==> config.mk <==
export PLATFORM = sky130hd
export DESIGN_NAME = core_timer_unit
export DESIGN_NICKNAME = d
export VERILOG_FILES = /design/src/rtl/ctu_pkg.sv /design/src/rtl/ctu_decode.sv /design/src/rtl/ctu_counters.sv /design/src/rtl/ctu_compare.sv /design/src/rtl/core_timer_unit.sv
export SDC_FILE = /design/constraint.sdc
export NUM_CORES = 1
export LEC_CHECK = 0
export CORE_MARGIN = 1
export CORE_UTILIZATION = 28
export DETAILED_ROUTE_END_ITERATION = 10
export SYNTH_ARGS = -nofsm -noshare
export SYNTH_HDL_FRONTEND = slang
export SYNTH_SLANG_ARGS = --single-unit
==> constraint.sdc <==
create_clock -name clk_i -period 5.2 [get_ports clk_i]
set_clock_uncertainty 0.2 [all_clocks]
set_input_delay 1.3 -clock clk_i [delete_from_list [all_inputs] [get_ports clk_i]]
set_output_delay 1.3 -clock clk_i [all_outputs]
set_load 0.005 [all_outputs]
==> src/rtl/ctu_pkg.sv <==
package ctu_pkg;
  typedef enum logic [1:0] {
    SEL_NONE,
    SEL_SW,
    SEL_CMP,
    SEL_TIME
  } reg_sel_e;
endpackage

==> src/rtl/ctu_decode.sv <==
module ctu_decode
  import ctu_pkg::*;
#(
  parameter int unsigned AW       = 16,
  parameter int unsigned SZW      = 4,
  parameter logic [AW-1:0] SW_OFS   = 'h0000,
  parameter logic [AW-1:0] CMP_OFS  = 'h4000,
  parameter logic [AW-1:0] TIME_OFS = 'hBFF8
) (
  input  logic [AW-1:0]  addr_i,
  input  logic [SZW-1:0] size_i,
  input  logic           we_i,
  output reg_sel_e       sel_o,
  output logic           sw_wr_o,
  output logic           cmp_wr_o,
  output logic           wr_bad_o
);
  localparam logic [SZW-1:0] SZ4 = SZW'(4);
  localparam logic [SZW-1:0] SZ8 = SZW'(8);

  logic size_word_ok, size_dbl_ok;

  always_comb begin
    if (addr_i == SW_OFS)        sel_o = SEL_SW;
    else if (addr_i == CMP_OFS)  sel_o = SEL_CMP;
    else if (addr_i == TIME_OFS) sel_o = SEL_TIME;
    else                         sel_o = SEL_NONE;
  end

  assign size_word_ok = (size_i == SZ4) || (size_i == SZ8);
  assign size_dbl_ok  = (size_i == SZ8);

  assign sw_wr_o  = we_i && (sel_o == SEL_SW)  && size_word_ok;
  assign cmp_wr_o = we_i && (sel_o == SEL_CMP) && size_dbl_ok;
  assign wr_bad_o = we_i && !sw_wr_o && !cmp_wr_o;
endmodule

==> src/rtl/ctu_counters.sv <==
module ctu_counters #(
  parameter int unsigned TW = 64
) (
  input  logic          clk_i,
  input  logic          rst_ni,
  input  logic          tick_i,
  output logic [TW-1:0] time_q_o,
  output logic [TW-1:0] time_nxt_o,
  output logic [TW-1:0] cyc_q_o
);
  localparam logic [TW-1:0] ONE = TW'(1);

  assign time_nxt_o = tick_i ? time_q_o + ONE : time_q_o;

  always_ff @(posedge clk_i or negedge rst_ni) begin
    if (!rst_ni) begin
      time_q_o <= '0;
      cyc_q_o  <= '0;
    end else if (tick_i) begin
      time_q_o <= time_nxt_o;
      cyc_q_o  <= cyc_q_o + ONE;
    end
  end
endmodule

==> src/rtl/ctu_compare.sv <==
module ctu_compare #(
  parameter int unsigned TW = 64
) (
  input  logic          clk_i,
  input  logic          rst_ni,
  input  logic          tick_i,
  input  logic          cmp_wr_i,
  input  logic          sw_wr_i,
  input  logic [TW-1:0] wdata_i,
  input  logic [TW-1:0] time_nxt_i,
  output logic [TW-1:0] cmp_q_o,
  output logic          pend_q_o
);
  logic [TW-1:0] cmp_nxt;
  logic          eval, pend_nxt;

  assign cmp_nxt  = cmp_wr_i ? wdata_i : cmp_q_o;
  assign eval     = tick_i || cmp_wr_i || sw_wr_i;
  // strict unsigned below-time test; zero deadline disarms
  assign pend_nxt = (cmp_nxt != '0) && (cmp_nxt < time_nxt_i);

  always_ff @(posedge clk_i or negedge rst_ni) begin
    if (!rst_ni) begin
      cmp_q_o  <= '1;
      pend_q_o <= 1'b0;
    end else begin
      cmp_q_o <= cmp_nxt;
      if (eval) pend_q_o <= pend_nxt;
    end
  end
endmodule

==> src/rtl/core_timer_unit.sv <==
module core_timer_unit
  import ctu_pkg::*;
#(
  parameter int unsigned AW       = 16,
  parameter int unsigned DW       = 64,
  parameter int unsigned SZW      = 4,
  parameter logic [AW-1:0] SW_OFS   = 'h0000,
  parameter logic [AW-1:0] CMP_OFS  = 'h4000,
  parameter logic [AW-1:0] TIME_OFS = 'hBFF8
) (
  input  logic           clk_i,
  input  logic           rst_ni,
  input  logic           tick_i,
  input  logic [15:0]    addr_i,
  input  logic [3:0]     size_i,
  input  logic [63:0]    wdata_i,
  input  logic           we_i,
  output logic [63:0]    rdata_o,
  output logic           err_o,
  output logic [63:0]    cycles_o,
  output logic           timer_irq_o,
  output logic           sw_irq_o
);
  localparam int unsigned HW = DW / 2;
  localparam logic [SZW-1:0] SZ4 = SZW'(4);

  reg_sel_e      sel;
  logic          sw_wr, cmp_wr, wr_bad;
  logic [DW-1:0] time_q, time_nxt, cyc_q, cmp_q, rd_full;
  logic          sw_q, pend_q, err_q;

  ctu_decode #(
    .AW(AW), .SZW(SZW), .SW_OFS(SW_OFS), .CMP_OFS(CMP_OFS), .TIME_OFS(TIME_OFS)
  ) u_dec (
    .addr_i  (addr_i),
    .size_i  (size_i),
    .we_i    (we_i),
    .sel_o   (sel),
    .sw_wr_o (sw_wr),
    .cmp_wr_o(cmp_wr),
    .wr_bad_o(wr_bad)
  );

  ctu_counters #(.TW(DW)) u_cnt (
    .clk_i     (clk_i),
    .rst_ni    (rst_ni),
    .tick_i    (tick_i),
    .time_q_o  (time_q),
    .time_nxt_o(time_nxt),
    .cyc_q_o   (cyc_q)
  );

  ctu_compare #(.TW(DW)) u_cmp (
    .clk_i     (clk_i),
    .rst_ni    (rst_ni),
    .tick_i    (tick_i),
    .cmp_wr_i  (cmp_wr),
    .sw_wr_i   (sw_wr),
    .wdata_i   (wdata_i),
    .time_nxt_i(time_nxt),
    .cmp_q_o   (cmp_q),
    .pend_q_o  (pend_q)
  );

  always_ff @(posedge clk_i or negedge rst_ni) begin
    if (!rst_ni) begin
      sw_q  <= 1'b0;
      err_q <= 1'b0;
    end else begin
      if (sw_wr) sw_q <= wdata_i[0];
      err_q <= wr_bad;
    end
  end

  always_comb begin
    unique case (sel)
      SEL_SW:   rd_full = {{(DW-1){1'b0}}, sw_q};
      SEL_CMP:  rd_full = cmp_q;
      SEL_TIME: rd_full = time_q;
      default:  rd_full = '0;
    endcase
  end

  assign rdata_o     = (size_i == SZ4) ? {{HW{1'b0}}, rd_full[HW-1:0]} : rd_full;
  assign err_o       = err_q;
  assign cycles_o    = cyc_q;
  assign timer_irq_o = pend_q;
  assign sw_irq_o    = sw_q;
endmodule

# Yosys cells after proc, flatten, opt, wreduce, memory -nomap -nowiden
# Index checks and enable logic that the tools add are counted.
# W data, S select, Z words.
# classes
n_addsub	2
order_cmp	1
eq_ne	7
n_mux	7
reduce_logical	14
# ops
op	n
$mux W64	3
$pmux W64 S3	1
$add A64 B1 Y64 const B	2
$lt A64 B64 Y1	1
$reduce_bool A64 Y1	1
$eq A16 B15 Y1 const B	1
$eq A16 B16 Y1 const B	1
$logic_not A16 Y1	1
$logic_and A1 B1 Y1	7
$mux W2	3
$eq A2 B2 Y1 const B	2
$eq A4 B3 Y1 const B	1
$eq A4 B4 Y1 const B	1
$logic_or A1 B1 Y1	3
$eq A2 B1 Y1 const B	1
$logic_not A1 Y1	2
# word_totals
register_bits	195
elab_cells	37

# Logic depth before layout (Yosys ltp)
# logic_depth
depth_word	10
depth_mapped	14

# Cells and area by module
# Synthesis repeated with hierarchy kept, for this count alone.
# hier_totals
cells_unflattened	1192
area_unflattened_um2	12574.6
# modules_own_cells
mod	instances	cells_each	area_per_inst_um2	seq_area_each_um2
ctu_counters	1	625	6621.4	3203.1
ctu_compare	1	396	4325.4	1706.6
core_timer_unit	1	150	1461.4	50.0
ctu_decode	1	21	166.4	0.0

# Worst setup path before layout
# No wires, ideal clock.
# synth_timing
kind	input -> register
startpoint	input port tick_i
endpoint	register u_cmp.pend_q_o
setup_ns	0.124
arrival_time_ns	4.326
path_slack_ns	0.550
cell_stages	14
n_path_buf	1
cell_sequence	and3_1 -> nand4_1 -> or3_1 -> buf_2 -> or3_4 -> nor3_4 -> xnor2_1 -> ha_1 -> nand4_1 -> nor4_1 -> and4_1 -> o2111ai_1 -> a21oi_1 -> o31ai_1
# synth_via
elab_chain_cells	3
word_cells_on_any_way	5
# synth_rtl
item	line_no	text
start: declaration	core_timer_unit.sv:13	input logic tick_i,
$mux W64	ctu_counters.sv:13	assign time_nxt_o = tick_i ? time_q_o + ONE : time_q_o;
$lt A64 B64 Y1	ctu_compare.sv:20	assign pend_nxt = (cmp_nxt != '0) && (cmp_nxt < time_nxt_i);
$logic_and A1 B1 Y1	ctu_compare.sv:20	
end signal: assignment	ctu_compare.sv:28	if (eval) pend_q_o <= pend_nxt;
end: declaration	ctu_compare.sv:12	output logic pend_q_o
# Parallel ways exist; a longest one is shown, timed or not.
# A chain may end at the register's enable or synchronous reset.

# Final worst setup path
# layout_timing
startpoint	input port addr_i[10]
endpoint	output port rdata_o[59]
# layout_via
elab_chain_cells	7
word_cells_on_any_way	11
# layout_rtl
item	line_no	text
start: declaration	core_timer_unit.sv:14	input logic [15:0] addr_i,
$eq A16 B16 Y1	ctu_decode.sv:26	else if (addr_i == TIME_OFS) sel_o = SEL_TIME;
$mux W2	ctu_decode.sv:26	
$mux W2	ctu_decode.sv:25	else if (addr_i == CMP_OFS) sel_o = SEL_CMP;
$mux W2 (*)	ctu_decode.sv:24	if (addr_i == SW_OFS) sel_o = SEL_SW;
$eq A2 B2 Y1 / $eq A2 B1 Y1 (equally long branches)	core_timer_unit.sv:76	unique case (sel)
$pmux W64 S3 (*)	core_timer_unit.sv:76	
$mux W64 (*)	core_timer_unit.sv:84	assign rdata_o = (size_i == SZ4) ? {{HW{1'b0}}, rd_full[HW-1:0]} : rd_full;
end: declaration	core_timer_unit.sv:18	output logic [63:0] rdata_o,
# Every way passes the cells marked *; elsewhere a longest branch is shown, timed or not.

==> impl_summary.log <==
[metrics] run status: completed
[metrics] LEAKAGE: 6.69 nW
[metrics] most common library cell in the layout ignoring fill and taps: nand2_1
[metrics] CP Data Arrival Time: 3600 ps
[metrics] start point of the critical path: addr_i[10]
[metrics] critical hold path startpoint: u_cnt.cyc_q_o[63]$_DFFE_PN0P_
[metrics] clock transition at the register clock pins on the worst setup and hold paths after CTS: roughly 80 ps
[metrics] net count of the finished layout: 1619
[metrics] GRT met1 Usage: 25.6%
[metrics] Flop pwr share: 48.0%
[metrics] Cell Rows: between 70 and 80
[metrics] worst hold margin: ~290 ps
[metrics] Power Total: around 0.0034 W
[metrics] critical path data required time: 3700 ps
[metrics] maximum number of pins on one net before global-route repair: ~130
[metrics] fin crit period: 5100 ps
[metrics] share of synthesized registers carrying an async set or reset: 100%
[metrics] commonest register cell after synthesis: dfrtp_1
[metrics] warning count from the yosys run: 0
[metrics] detail-routed via count per cell: 5.12
[metrics] core footprint: 39000 um^2
[metrics] Clk Latency, worst-skew pair: 440 ps
[metrics] transition time at the pin with the least slew margin: 1090 ps
[metrics] register bit total from synthesis: 195
[metrics] # setup viols final: 0
[metrics] leading cell types in the layout, fill and taps excluded: nand2_1, clkdlybuf4s50_1, dfrtp_1
[metrics] unrepaired setup endpoints after global routing: no
[metrics] number of global-route vias before repair: about 10000
[metrics] number of enable flip-flop cells after synthesis: 0
[metrics] number of antenna violations at the first check in global routing: 2
[metrics] height of the die: 202 um
[metrics] Max rail drop VDD: around 0.2 mV
[metrics] non-filler instance count after layout: 1999
[metrics] remaining design rule violation count: 0
[metrics] R2R depth: 14
[metrics] kind of start point of the critical path: input port
[metrics] crit path max fanout: 27
[metrics] drt first pass iters: 6
[metrics] critical setup path kind: input port to output pin
[metrics] final max-slew violation count: 0
[metrics] pre-CTS setup slack: -417 ps
[metrics] GR met3 Demand/Resource: 3.58%
[metrics] number of placed cells counting well taps: 1965
[metrics] Max Root-Sink Buffers: 2
[metrics] peak-usage layer in the global routing report: met2
[metrics] setup ws final: just over 100 ps
[metrics] Initial Utilization: 28.7%
[metrics] Synthesized Nets: 1345
[metrics] headroom to the max-slew limit: approximately 27%
[metrics] final antenna-violating net count: 0
[metrics] wire length after detailed routing: 39900 um
[metrics] Worst Hold Class: register to register
[metrics] period utilization: 98.0%
[metrics] CTS H-Tree Depth: 4
[metrics] area growth from synthesis to layout: 35.9%
[metrics] switching part of the total power: 26.0%
[metrics] weighted congestion at the end of routability-driven global placement: 0.959
[metrics] max-capacitance violation count: 0
[metrics] Distinct cells, synth: 56
[metrics] number of port buffers: 218
[metrics] fraction of power consumed by combinational cells: 10.9%
[metrics] share of synthesized area occupied by flip-flops and latches: 44.3%
[metrics] cts bufs inserted: 17
[metrics] hpwl dp: 31700 um
[metrics] number of violations reported at the end of detailed-routing iteration 0: 795
[metrics] Post-Syn Instances: 1192
[metrics] sort of element at the end of the critical path: output pin
[metrics] worst flop-to-flop path endpoint: u_cmp.pend_q_o$_DFFE_PN0P_
[metrics] flop-to-flop setup slack: 720 ps
[metrics] grt met2 use: 32.4%
[metrics] startpoint of the worst-slack reg-to-reg timing path: u_cnt.time_q_o[5]$_DFFE_PN0P_
[metrics] ports placed on the boundary: 219
[metrics] mean routed wirelength per cell: 20.0 um
[metrics] Cell Int Power: around 0.0025 W
[metrics] clock share of power: 41.1%
[metrics] critical path endpoint: rdata_o[59]
[metrics] power density of the placed cells: 226 nW/um^2
[metrics] TritonCTS clock tree: done
[metrics] floorplan die area: 40800 um^2
[metrics] width of the chip: 202 um
[metrics] vias: 10200
[metrics] netlist area before placement: ~11000 um^2
[metrics] per-instance average area after synthesis: 9.39 um^2
[metrics] number of clock sinks: 195
[metrics] Max Clock Freq: 0.196 GHz
[metrics] switching power: 0.000896 W
[metrics] global router's overall resource usage: 19.6%
[metrics] global-route congestion overflow total: 0
[metrics] Hold Fails Final Rpt: 0
[metrics] share of final-layout standard cells stronger than drive strength 1: a little over an eighth
[metrics] number of inserted filler cells in the final layout: ~3900
[metrics] first-pass GRT wire length: between 60000 and 70000 um
[metrics] cell at the root of the clock tree: clkbuf_16
-- power groups by stage --
| stage | Clock (W) | Sequential [W] | Combinational, W |
|---|---|---|---|
| 2_1_floorplan | 0 | 0.00166 | 0.000139 |
| 3_5_place_dp | 0 | 0.00168 | 0.000371 |
| 5_1_grt | 0.00150 | 0.00166 | 0.000404 |
| 4_1_cts | 0.00144 | 0.00165 | 0.000372 |
| 3_3_place_gp | 0 | 0.00168 | 0.000361 |
| 6_report | 0.00141 | 0.00165 | 0.000374 |
-- per-layer routing --
metal / vias to the layer above / wire (um)
met2: 436 / 18800
met5: - / 0
met4: 0 / 1230
li1: 4741 / -
met1: 5002 / 17100
met3: 63 / 2850
-- cell usage after synthesis (all sizes together) (3+ instances only) --
library cell / instances / share of area (%)
or4: 3 / 0.23
and4: 22 / 1.7
inv: 55 / 1.8
dfstp: 64 / 15
a211oi: 5 / 0.34
xnor2: 95 / 7.4
dfrtp: 131 / 29
a22o: 32 / 2.5
a31oi: 3 / 0.17
a22oi: 32 / 2.1
o21a: 3 / 0.20
a21o: 5 / 0.34
mux2: 4 / 0.40
nor4: 52 / 3.2
nand3: 38 / 1.7
o21ai: 12 / 0.54
or3: 3 / 0.21
nand2: 253 / 8.5
a2111oi: 3 / 0.23
buf: 4 / 0.18
xor2: 58 / 4.5
and3: 25 / 1.4
and2: 6 / 0.34
o211ai: 3 / 0.20
nor3: 20 / 1.1
nand4: 50 / 2.9
nand2b: 4 / 0.22
a21oi: 13 / 0.58
nor2: 78 / 2.6
ha: 65 / 7.3
clkbuf: 30 / 1.0
-- layout make-up --
| class | instances | area (um^2) | area share [%] |
|---|---|---|---|
| Sequential cell | 195 | 4960 | 32.6 |
| Timing Repair Buffer | 289 | 2830 | 18.6 |
| Clock inverter | 12 | 168 | 1.10 |
| Clock buffer | 20 | 447 | 2.94 |
| Multi-Input combinational cell | 908 | 5940 | 39.1 |
| Antenna cell | 2 | 5.00 | 0.0329 |
| Tap cell | 518 | 648 | 4.26 |
| Inverter | 55 | 206 | 1.36 |
-- critical path, stage by stage --
cell             delay, ps
clkdlybuf4s50_1        450
nor4_2                 320
and4_1                 280
and2_2                 220
buf_12                 200
a22oi_1                160
nor2_1                 130
clkdlybuf4s50_1        510
-- registers in the layout, summed over array words and instances, names as in the netlist --
| signal | count |
|---|---|
| u_cmp.cmp_q_o | 64 |
| u_cnt.cyc_q_o | 64 |
| u_cnt.time_q_o | 64 |
| err_o | 1 |
| sw_irq_o | 1 |
| u_cmp.pend_q_o | 1 |
-- how the worst min path moves through the flow --
stage,to,slack [ps],cells after the start
3_3_place_gp,u_cnt.cyc_q_o[63]$_DFFE_PN0P_,260,1
6_report,u_cnt.cyc_q_o[63]$_DFFE_PN0P_,290,1
3_5_place_dp,u_cnt.cyc_q_o[63]$_DFFE_PN0P_,280,1
2_1_floorplan,u_cmp.cmp_q_o[27]$_DFF_PN1_,260,2
5_1_grt,u_cmp.cmp_q_o[26]$_DFF_PN1_,320,2
4_1_cts,u_cnt.cyc_q_o[32]$_DFFE_PN0P_,290,1
-- metrics by stage --
stage               cell area [um^2]  setup TNS [ps]  util (%)
floorplan                      11200               0         -
global placement               14600            -401      37.3
detailed placement             14600            -417      37.3
CTS                            15200               0      38.9
global route                   15200               0      39.0
finish                         15200               0      39.0
-- cells by family (layout without fill, tap and decap cells) --
| kind of cell | count (synthesis) | in the layout | share of synthesized area, % |
|---|---|---|---|
| compound gates | 121 | 121 | 8.04 |
| xor+xnor | 153 | 153 | 12.0 |
| fa+ha+maj | 65 | 65 | 7.27 |
| buf+inv | 89 | 376 | 3.03 |
| flops | 195 | 195 | 44.3 |
| mux | 5 | 5 | 0.492 |
| other cells | 0 | 2 | 0 |
| simple gates | 564 | 564 | 24.9 |
-- timing repair --
action	CTS	global route
setup buffers	0	0
hold buffers	0	0
resized for setup	0	6
setup endpoints to repair	0	23
No activity file was read; power rests on OpenSTA's default activity.
